`src/rtl/gsd_pkg.sv`:
```
`timescale 1ns/1ps
package gsd_pkg;
  localparam int BYTE_W = 8;
  // arrival order, first bit in bit 7
  localparam logic [BYTE_W-1:0] SYNC_WORD = 8'b0000_1110;
  // leading zeros of the sync word, counted into the zero run
  localparam int SYNC_LEAD_ZEROS = 4;

  typedef enum logic [1:0] {
    VFO_COUNT = 2'd0,
    VFO_HOME  = 2'd1,
    VFO_LONG  = 2'd2,
    VFO_XLONG = 2'd3
  } vfo_sel_e;
endpackage

```
`src/rtl/gsd_zero_run.sv`:
```
`timescale 1ns/1ps
// Counts consecutive zero bits; at the first one after a zero run it
// records whether that run met the threshold.
module gsd_zero_run #(
  parameter int RUN_W = 7
) (
  input  logic             clk,
  input  logic             rst_n,
  input  logic             clr,
  input  logic             stb,
  input  logic             bit_in,
  input  logic [RUN_W-1:0] thresh,
  output logic             armed
);
  localparam logic [RUN_W-1:0] RUN_SAT = {RUN_W{1'b1}};

  logic [RUN_W-1:0] run_q, run_d;
  logic             armed_q, armed_d;

  always_comb begin
    run_d   = run_q;
    armed_d = armed_q;
    if (clr) begin
      run_d   = '0;
      armed_d = 1'b0;
    end else if (stb) begin
      if (bit_in) begin
        run_d = '0;
        if (run_q != '0) armed_d = (run_q >= thresh);
      end else if (run_q != RUN_SAT) begin
        run_d = run_q + 1'b1;
      end
    end
  end

  always_ff @(posedge clk or negedge rst_n) begin
    if (!rst_n) begin
      run_q   <= '0;
      armed_q <= 1'b0;
    end else begin
      run_q   <= run_d;
      armed_q <= armed_d;
    end
  end

  assign armed = armed_q;
endmodule

```
`src/rtl/gsd_pattern.sv`:
```
`timescale 1ns/1ps
// Shift window over the bit stream; flags the bit that completes PAT.
module gsd_pattern #(
  parameter int            W   = 8,
  parameter logic [W-1:0]  PAT = 8'b0000_1110
) (
  input  logic clk,
  input  logic rst_n,
  input  logic clr,
  input  logic stb,
  input  logic bit_in,
  output logic hit
);
  logic [W-1:0] win_q, win_d;
  logic [W-1:0] win_next;

  assign win_next = {win_q[W-2:0], bit_in};

  always_comb begin
    win_d = win_q;
    if (clr)      win_d = '0;
    else if (stb) win_d = win_next;
  end

  always_ff @(posedge clk or negedge rst_n) begin
    if (!rst_n) win_q <= '0;
    else        win_q <= win_d;
  end

  assign hit = stb && !clr && (win_next == PAT);
endmodule

```
`src/rtl/gsd_assembler.sv`:
```
`timescale 1ns/1ps
// Serial-to-parallel packer: MSB first, one-cycle strobe per byte.
module gsd_assembler #(
  parameter int W = 8
) (
  input  logic         clk,
  input  logic         rst_n,
  input  logic         clr,
  input  logic         stb,
  input  logic         bit_in,
  output logic [W-1:0] data,
  output logic         vld
);
  localparam int CNT_W = $clog2(W);
  localparam logic [CNT_W-1:0] CNT_LAST = CNT_W'(W - 1);

  logic [CNT_W-1:0] cnt_q, cnt_d;
  logic [W-1:0]     acc_q, acc_d;
  logic [W-1:0]     data_q, data_d;
  logic             vld_d, vld_q;

  always_comb begin
    cnt_d  = cnt_q;
    acc_d  = acc_q;
    data_d = data_q;
    vld_d  = 1'b0;
    if (clr) begin
      cnt_d = '0;
    end else if (stb) begin
      acc_d = {acc_q[W-2:0], bit_in};
      if (cnt_q == CNT_LAST) begin
        cnt_d  = '0;
        data_d = {acc_q[W-2:0], bit_in};
        vld_d  = 1'b1;
      end else begin
        cnt_d = cnt_q + 1'b1;
      end
    end
  end

  always_ff @(posedge clk or negedge rst_n) begin
    if (!rst_n) begin
      cnt_q  <= '0;
      acc_q  <= '0;
      data_q <= '0;
      vld_q  <= 1'b0;
    end else begin
      cnt_q  <= cnt_d;
      acc_q  <= acc_d;
      data_q <= data_d;
      vld_q  <= vld_d;
    end
  end

  assign data = data_q;
  assign vld  = vld_q;
endmodule

```
`src/rtl/gap_sync_detector.sv`:
```
`timescale 1ns/1ps
module gap_sync_detector #(
  parameter int VFO_B0 = 4,
  parameter int VFO_B1 = 5,
  parameter int VFO_B2 = 7,
  parameter int VFO_B3 = 9
) (
  input  logic       clk,
  input  logic       rst_n,
  input  logic       bit_vld,
  input  logic       bit_in,
  input  logic       am_flag,
  input  logic       need_am,
  input  logic [1:0] vfo_sel,
  input  logic       field_end,
  output logic       locked,
  output logic       byte_vld,
  output logic [7:0] byte_out
);
  import gsd_pkg::*;

  localparam int MAX_A   = (VFO_B0 > VFO_B1) ? VFO_B0 : VFO_B1;
  localparam int MAX_B   = (VFO_B2 > VFO_B3) ? VFO_B2 : VFO_B3;
  localparam int MAX_VFO = (MAX_A > MAX_B) ? MAX_A : MAX_B;
  localparam int RUN_MAX = BYTE_W * MAX_VFO + BYTE_W;
  localparam int RUN_W   = $clog2(RUN_MAX + 1);
  localparam int N_SEL   = 4;

  // threshold per selection: preamble zeros plus the sync word's leading zeros
  logic [RUN_W-1:0] thr_tab [N_SEL];
  for (genvar g = 0; g < N_SEL; g++) begin : g_thr
    localparam int NB = (g == 0) ? VFO_B0 : (g == 1) ? VFO_B1 :
                        (g == 2) ? VFO_B2 : VFO_B3;
    assign thr_tab[g] = RUN_W'(BYTE_W * NB + SYNC_LEAD_ZEROS);
  end

  vfo_sel_e         sel;
  logic [RUN_W-1:0] thresh;
  assign sel    = vfo_sel_e'(vfo_sel);
  assign thresh = thr_tab[sel];

  logic lock_q, lock_d;
  logic am_q, am_d;
  logic search_en, search_clr, search_stb;
  logic armed, pat_hit, sync_hit;
  logic asm_clr, asm_stb;

  assign search_en  = !lock_q && (!need_am || am_q);
  assign search_clr = field_end || !search_en;
  assign search_stb = bit_vld && search_en;

  gsd_zero_run #(.RUN_W(RUN_W)) u_run (
    .clk    (clk),
    .rst_n  (rst_n),
    .clr    (search_clr),
    .stb    (search_stb),
    .bit_in (bit_in),
    .thresh (thresh),
    .armed  (armed)
  );

  gsd_pattern #(.W(BYTE_W), .PAT(SYNC_WORD)) u_pat (
    .clk    (clk),
    .rst_n  (rst_n),
    .clr    (search_clr),
    .stb    (search_stb),
    .bit_in (bit_in),
    .hit    (pat_hit)
  );

  assign sync_hit = pat_hit && armed;

  always_comb begin
    lock_d = lock_q;
    am_d   = am_q;
    if (field_end) begin
      lock_d = 1'b0;
      am_d   = 1'b0;
    end else begin
      if (sync_hit) lock_d = 1'b1;
      if (am_flag)  am_d   = 1'b1;
    end
  end

  always_ff @(posedge clk or negedge rst_n) begin
    if (!rst_n) begin
      lock_q <= 1'b0;
      am_q   <= 1'b0;
    end else begin
      lock_q <= lock_d;
      am_q   <= am_d;
    end
  end

  assign asm_clr = field_end || !lock_q;
  assign asm_stb = bit_vld && lock_q;

  gsd_assembler #(.W(BYTE_W)) u_asm (
    .clk    (clk),
    .rst_n  (rst_n),
    .clr    (asm_clr),
    .stb    (asm_stb),
    .bit_in (bit_in),
    .data   (byte_out),
    .vld    (byte_vld)
  );

  assign locked = lock_q;
endmodule

```
`config.mk`:
```
export PLATFORM = sky130hd
export DESIGN_NAME = gap_sync_detector
export DESIGN_NICKNAME = d
export VERILOG_FILES = /design/src/rtl/gsd_pkg.sv /design/src/rtl/gsd_zero_run.sv /design/src/rtl/gsd_pattern.sv /design/src/rtl/gsd_assembler.sv /design/src/rtl/gap_sync_detector.sv
export SDC_FILE = /design/constraint.sdc
export NUM_CORES = 1
export LEC_CHECK = 0
export BUFFER_PORTS_ARGS = -buffer_cell sky130_fd_sc_hd__buf_4
export CORE_MARGIN = 1.5
export CORE_UTILIZATION = 51
export CTS_CLUSTER_DIAMETER = 80
export DETAILED_ROUTE_END_ITERATION = 6
export GPL_ROUTABILITY_DRIVEN = 0
export PLACE_DENSITY = 0.78
export SETUP_SLACK_MARGIN = 0.5
export SYNTH_ARGS = -nofsm -noshare
export SYNTH_HDL_FRONTEND = slang
export SYNTH_SLANG_ARGS = --single-unit
```
`constraint.sdc`:
```
create_clock -name clk -period 1.51 [get_ports clk]
set_clock_uncertainty 0.15 [all_clocks]
set_input_delay 0.151 -clock clk [delete_from_list [all_inputs] [get_ports clk]]
set_output_delay 0.151 -clock clk [all_outputs]
set_load 0.01 [all_outputs]
```
* After elaboration in Yosys (flattened, before gate mapping)
Cells that the tools add are included.
W data, S select, Z words.
** Cells by class
- Add/sub/neg operators :: 2
- Bitwise gates (word level) :: 2
- Reduce and logical (&&, ||, !) cells :: 25
- Equality and inequality tests :: 3
- Order comparisons :: 2
- Multiplexer cells :: 23
** Operator list (count)
- $mux W7 :: 8
- $bmux W7 S2 :: 1
- $reduce_bool A2 Y1 :: 6
- $mux W1 :: 11
- $mux W3 :: 3
- $eq A8 B4 Y1 const B :: 1
- $add A7 B1 Y7 const B :: 1
- $ge A7 B7 Y1 :: 1
- $ne A7 B7 Y1 const B :: 1
- $reduce_bool A7 Y1 :: 1
- $logic_and A1 B1 Y1 :: 6
- $reduce_and A3 Y1 :: 2
- $logic_not A1 Y1 :: 4
- $reduce_and A2 Y1 :: 2
- $add A3 B1 Y3 const B :: 1
- $eq A3 B3 Y1 const B :: 1
- $ge A3 B3 Y1 const B :: 1
- $logic_or A1 B1 Y1 :: 3
- $not A2 Y3 :: 1
- $reduce_bool A3 Y1 :: 1
- $not A1 Y1 :: 1
** Word-level totals
- Input bits :: 9
- Register bits after elaboration :: 36

* Longest topological paths before layout
- Word-level depth :: 11
- Depth in mapped cells :: 5
- Gate-level depth less buffers :: 5

* Cells and area by module
A second synthesis with hierarchy kept.
** Second synthesis, totals
- Cell total of the unflattened synthesis :: 160
- Area total of the unflattened synthesis :: 1899.3 um2
** Modules (own cells, without submodules)
- gsd_assembler :: times used 1, cells an instance 48, area each 803.3 um2
- gsd_zero_run :: times used 1, cells an instance 69, area each 644.4 um2
- gsd_pattern :: times used 1, cells an instance 26, area each 325.3 um2
- gap_sync_detector :: times used 1, cells an instance 17, area each 126.4 um2

* Least setup slack after synthesis
Ideal clock, no wire load.
- Path kind :: reg2reg
- Start :: reg lock_q (netlist: locked)
- End :: reg lock_q (netlist: locked)
- Slack :: -0.140 ns
- Path buffers :: 0
- Stages on the path, launching flop included :: 5
- Arrival :: 1.422 ns
- Period minus slack after synthesis :: 1.650 ns
- Required time :: 1.283 ns
- Cells stage by stage :: dfrtp_1 nor2_1 o21ai_4 or4_1 a21oi_1
** On the way
- Longest elaborated chain between the ends :: 9
- Elaborated cells on any way between the ends :: 10
- Classes of those cells :: 10 x reduce/logical
** RTL lines
- from (decl) :: line gap_sync_detector.sv:42 : logic lock_q, lock_d;
- from (signal assigned) :: line gap_sync_detector.sv:90 : lock_q <= lock_d;
- $logic_not A1 Y1 * :: line gap_sync_detector.sv:48 : assign search_en = !lock_q && (!need_am || am_q);
- $logic_and A1 B1 Y1 * :: line gap_sync_detector.sv:48
- $logic_not A1 Y1 :: line gap_sync_detector.sv:49 : assign search_clr = field_end || !search_en;
- $logic_or A1 B1 Y1 :: line gap_sync_detector.sv:49
- $logic_not A1 Y1 :: line gsd_pattern.sv:30 : assign hit = stb && !clr && (win_next == PAT);
- $logic_and A1 B1 Y1 * (2 in series) :: line gsd_pattern.sv:30
- $logic_and A1 B1 Y1 * :: line gap_sync_detector.sv:71 : assign sync_hit = pat_hit && armed;
- $reduce_bool A2 Y1 (no source line) *
Mark *: on every way between the ends. The rest lies on a longest branch, timed or not.
A chain may end at the register's enable or synchronous reset.

* Worst setup path after layout
- Start :: reg u_pat.win_q[4]
- End :: reg lock_q (netlist: locked)
** On the way
- Longest elaborated chain between the ends :: 4
** RTL lines
- from (decl) :: line gsd_pattern.sv:14 : logic [W-1:0] win_q, win_d;
- from (signal assigned) :: line gsd_pattern.sv:27 : else win_q <= win_d;
- $eq A8 B4 Y1 :: line gsd_pattern.sv:30
- $logic_and A1 B1 Y1 :: line gsd_pattern.sv:30
- $logic_and A1 B1 Y1 :: line gap_sync_detector.sv:71
- $reduce_bool A2 Y1 (no source line)
No other way between the ends.

==> impl_metrics.tcl <==
set metrics [dict create \
    antenna_left 0 \
    fp.coreArea_um2 3100 \
    min_period_ps 1680 \
    period_share_pct 111 \
    post-route-drc-count 0 \
    p_per_area_nw_per_um2 787 \
    wl_um 5290 \
    synth_edf_count 0 \
    p_comb_share_pct 6.9 \
    place_area_um2 1970 \
    cp-start-kind "register" \
    wl_per_cell_um 20.2 \
    netlist_area_um2 1680 \
    finish.utilization_pct 88.3 \
    outcome "finished with violations" \
    synthMuxAreaShare_pct 10.8 \
    ys_warn_count 0 \
    cts_buffer_depth 2 \
    violations "hold timing, setup timing" \
    avgSynthCellArea_um2 10.7 \
    cts_root_buf "clkbuf_4" \
    place_hpwl_um 2320 \
    htreeDepth 2 \
    grt_max_degree 37 \
    initial_core_util_pct 54.2 \
    synth_seq_cells 36 \
    ioPinCount 19 \
    timing.hold.ws_ps -52.6 \
    synth_fa_ha_area_share_pct 5.95 \
    syn_to_final_growth_pct 62.9 \
    grt_pass1_wl_um 6320 \
    clkSlewWorstSetupHoldPaths_ps 120 \
    synth_top_family_by_area "simple AND/OR/NAND/NOR gates" \
    synth_cell_types 37 \
    crit_path_end_kind "register" \
    swShare_pct 20.6 \
    synthSimpleGateAreaFrac_pct 20.1 \
    antenna_cells 0 \
    drive_above_1_share_pct 57.3 \
    required_ps 1640 \
    clkPwrFrac_pct 47.7 \
    drtIter0Drc 100 \
    dieWidth_um 60.4 \
    rsz0062_at_grt "true" \
    io_buffer_count 18 \
    path_class "register to register" \
    n_fill_cell 128 \
    hold_viol 3 \
    cts_inserted_buffers 5 \
    vias_per_cell 5.82 \
    fp.dieH_um 60.4 \
    finalSetupViolations 11 \
    hp-class "input pin to register" \
    slew_headroom_pct 70.6 \
    nets 234 \
    async_flop_share_pct 100 \
    regArea_um2 905 \
    ys_top_cells_by_area "dfrtp_1 54%, ha_1 5.9%, mux2_1 5.4%" \
    p_switching_uw 444 \
    vias 1524 \
    arrival_ps 1810 \
    grtUsageTotal_pct 24.0 \
    p_leak_uw 0.00127 \
    multiInputGateArea_um2 1100 \
    rows 20 \
    worstSkewPairLatency_ps 360 \
    worstPathMaxFanout 2 \
    clkSinkCount 36 \
    grt_pass1_vias 1400 \
    ys_seq_area_share_pct 53.5 \
    drv_cap 0 \
    fmaxAchievable_mhz 596 \
    dr.pass1.iters 4 \
    synth-xor-area-share_pct 0 \
    synth_top_area_share_pct 53.5 \
    die_area_um2 3650 \
    syn_nets 174 \
    grt_remaining_overflow 0 \
    worst_slew_pin_slew_ps 441 \
    seqPwrFrac_pct 45.4 \
    internal_power_uw 1710 \
    synthCells 157 \
    antenna_found_initial 0 \
    yosys.area.top_type "dfrtp_1" \
    report.final.slew_viol_count 0 \
    synth-compound-area-share_pct 7.06 \
    synth_top_flop_cell "dfrtp_1" \
    cts_tree "built" \
    fin_ws_ps -169 \
    vdd_drop_max_v 0.00126 \
    final_area_um2 2740 \
]
==> layout by cell type (no fill, tap or decap), types with 2 or more instances in the layout <==
master | netlist | final
buf_6 | 0 | 25
inv_1 | 6 | 4
dfrtp_2 | 0 | 3
ha_4 | 0 | 4
clkbuf_4 | 0 | 5
nand2_1 | 22 | 10
ha_1 | 8 | 3
inv_2 | 2 | 3
dfrtp_1 | 36 | 33
nor3_2 | 0 | 3
nand2b_1 | 4 | 4
bufinv_16 | 0 | 3
nand2_8 | 0 | 2
a21oi_2 | 0 | 5
a21oi_1 | 8 | 3
nor2_2 | 0 | 3
nor2_1 | 19 | 11
nor2_4 | 0 | 5
and3_4 | 0 | 3
nand2_4 | 0 | 3
buf_4 | 1 | 25
nand4b_1 | 3 | 3
mux2_4 | 0 | 9
a211oi_2 | 0 | 2
mux2i_4 | 0 | 2
dlygate4sd3_1 | 0 | 3
nand2_2 | 1 | 9
mux2i_1 | 8 | 6
==> critical path: stages, from the launching register on <==
cell and delay [ps]:
dfrtp_1 390, or4b_1 530, or4_1 400, a21oi_1 140
==> cells by family after synthesis <==
logic type / Yosys count
multiplexers: 17
flip-flops: 36
AO/OA/AOI/OAI: 18
buffers and inverters: 10
adder cells (fa/ha/maj): 8
AND/OR/NAND/NOR: 68
==> cell type report <==
class | count | share of cell area (%)
Clock buffer | 5 | 1.37
Clock inverter | 3 | 3.29
Inverter | 8 | 1.37
Multi-Input combinational cell | 112 | 40.2
Sequential cell | 36 | 33.0
Tap cell | 44 | 2.01
Timing Repair Buffer | 54 | 18.8
==> power by group through the flow <==
stage	clock, uW	sequential, uW	combinational [uW]
final	1030	979	149
after global routing	1070	980	161
after CTS	1030	977	118
after detailed placement	0	996	105
after global placement	0	995	99.6
after floorplan	0	995	50.2
==> metal layers <==
metal / vias to the layer above / GRT usage [%] / share of wire [%]
met4: 0 / 8.39 / 3.2
met5: - / 0 / 0
met1: 770 / 26.5 / 38
met2: 68 / 44.3 / 53
li1: 669 / - / -
met3: 17 / 6.61 / 5.1
==> stage by stage <==
step | std cells | setup WS (ps) | TNS (ps) | total power [uW] | hold slack [ps]
6_report | 262 | -169 | -328 | 2160 | -52.6
2_1_floorplan | 157 | -73.8 | -73.8 | 1050 | -295
4_1_cts | 250 | -161 | -209 | 2130 | -182
3_3_place_gp | 228 | -89.3 | -89.3 | 1090 | -29.0
5_1_grt | 262 | -231 | -810 | 2210 | -58.3
3_5_place_dp | 228 | -137 | -195 | 1100 | -23.4
==> cell usage after synthesis, drive strengths merged (2+ instances only) <==
library cell and n:
a31oi 2, nand2 23, nand2b 4, a21oi 8
dfrtp 36, nand3b 2, mux2 9, mux2i 8
a211oi 2, o21ai 2, and3 3, inv 8
ha 8, buf 2, nor2 19, nor3 4
nand4b 3
==> final timing paths <==
check,startpoint,endpoint,slack [ps],cells after the start
setup / recovery,u_pat.win_q[4],locked,-170,3
hold / removal,bit_in,u_asm.data[0],-50,2
setup reg to reg,u_pat.win_q[4],locked,-170,3
hold reg to reg,u_asm.acc_q[0],u_asm.acc_q[1],410,2
max in group asynchronous,rst_n,u_run.run_q[4],740,2
min in group asynchronous,rst_n,u_asm.data[0],140,2
==> repair_timing <==
| action | in CTS | in global routing |
|---|---|---|
| setup buffers | 12 | 9 |
| setup endpoints to repair | 45 | 45 |
| resized for setup | 59 | 46 |
| pin swaps | 23 | 23 |
| hold endpoints to repair | 44 | 5 |
| cloned | 1 | 1 |
| hold buffers | 1 | 2 |
==> sequential cells by signal, summed over array words and instances, names as in the netlist <==
name	flops
u_run.run_q	7
u_run.armed	1
am_q	1
u_asm.acc_q	7
locked	1
u_pat.win_q	7
u_asm.data	8
u_asm.cnt_q	3
u_asm.vld	1
Note: power is estimated with default switching activity, not from simulation.
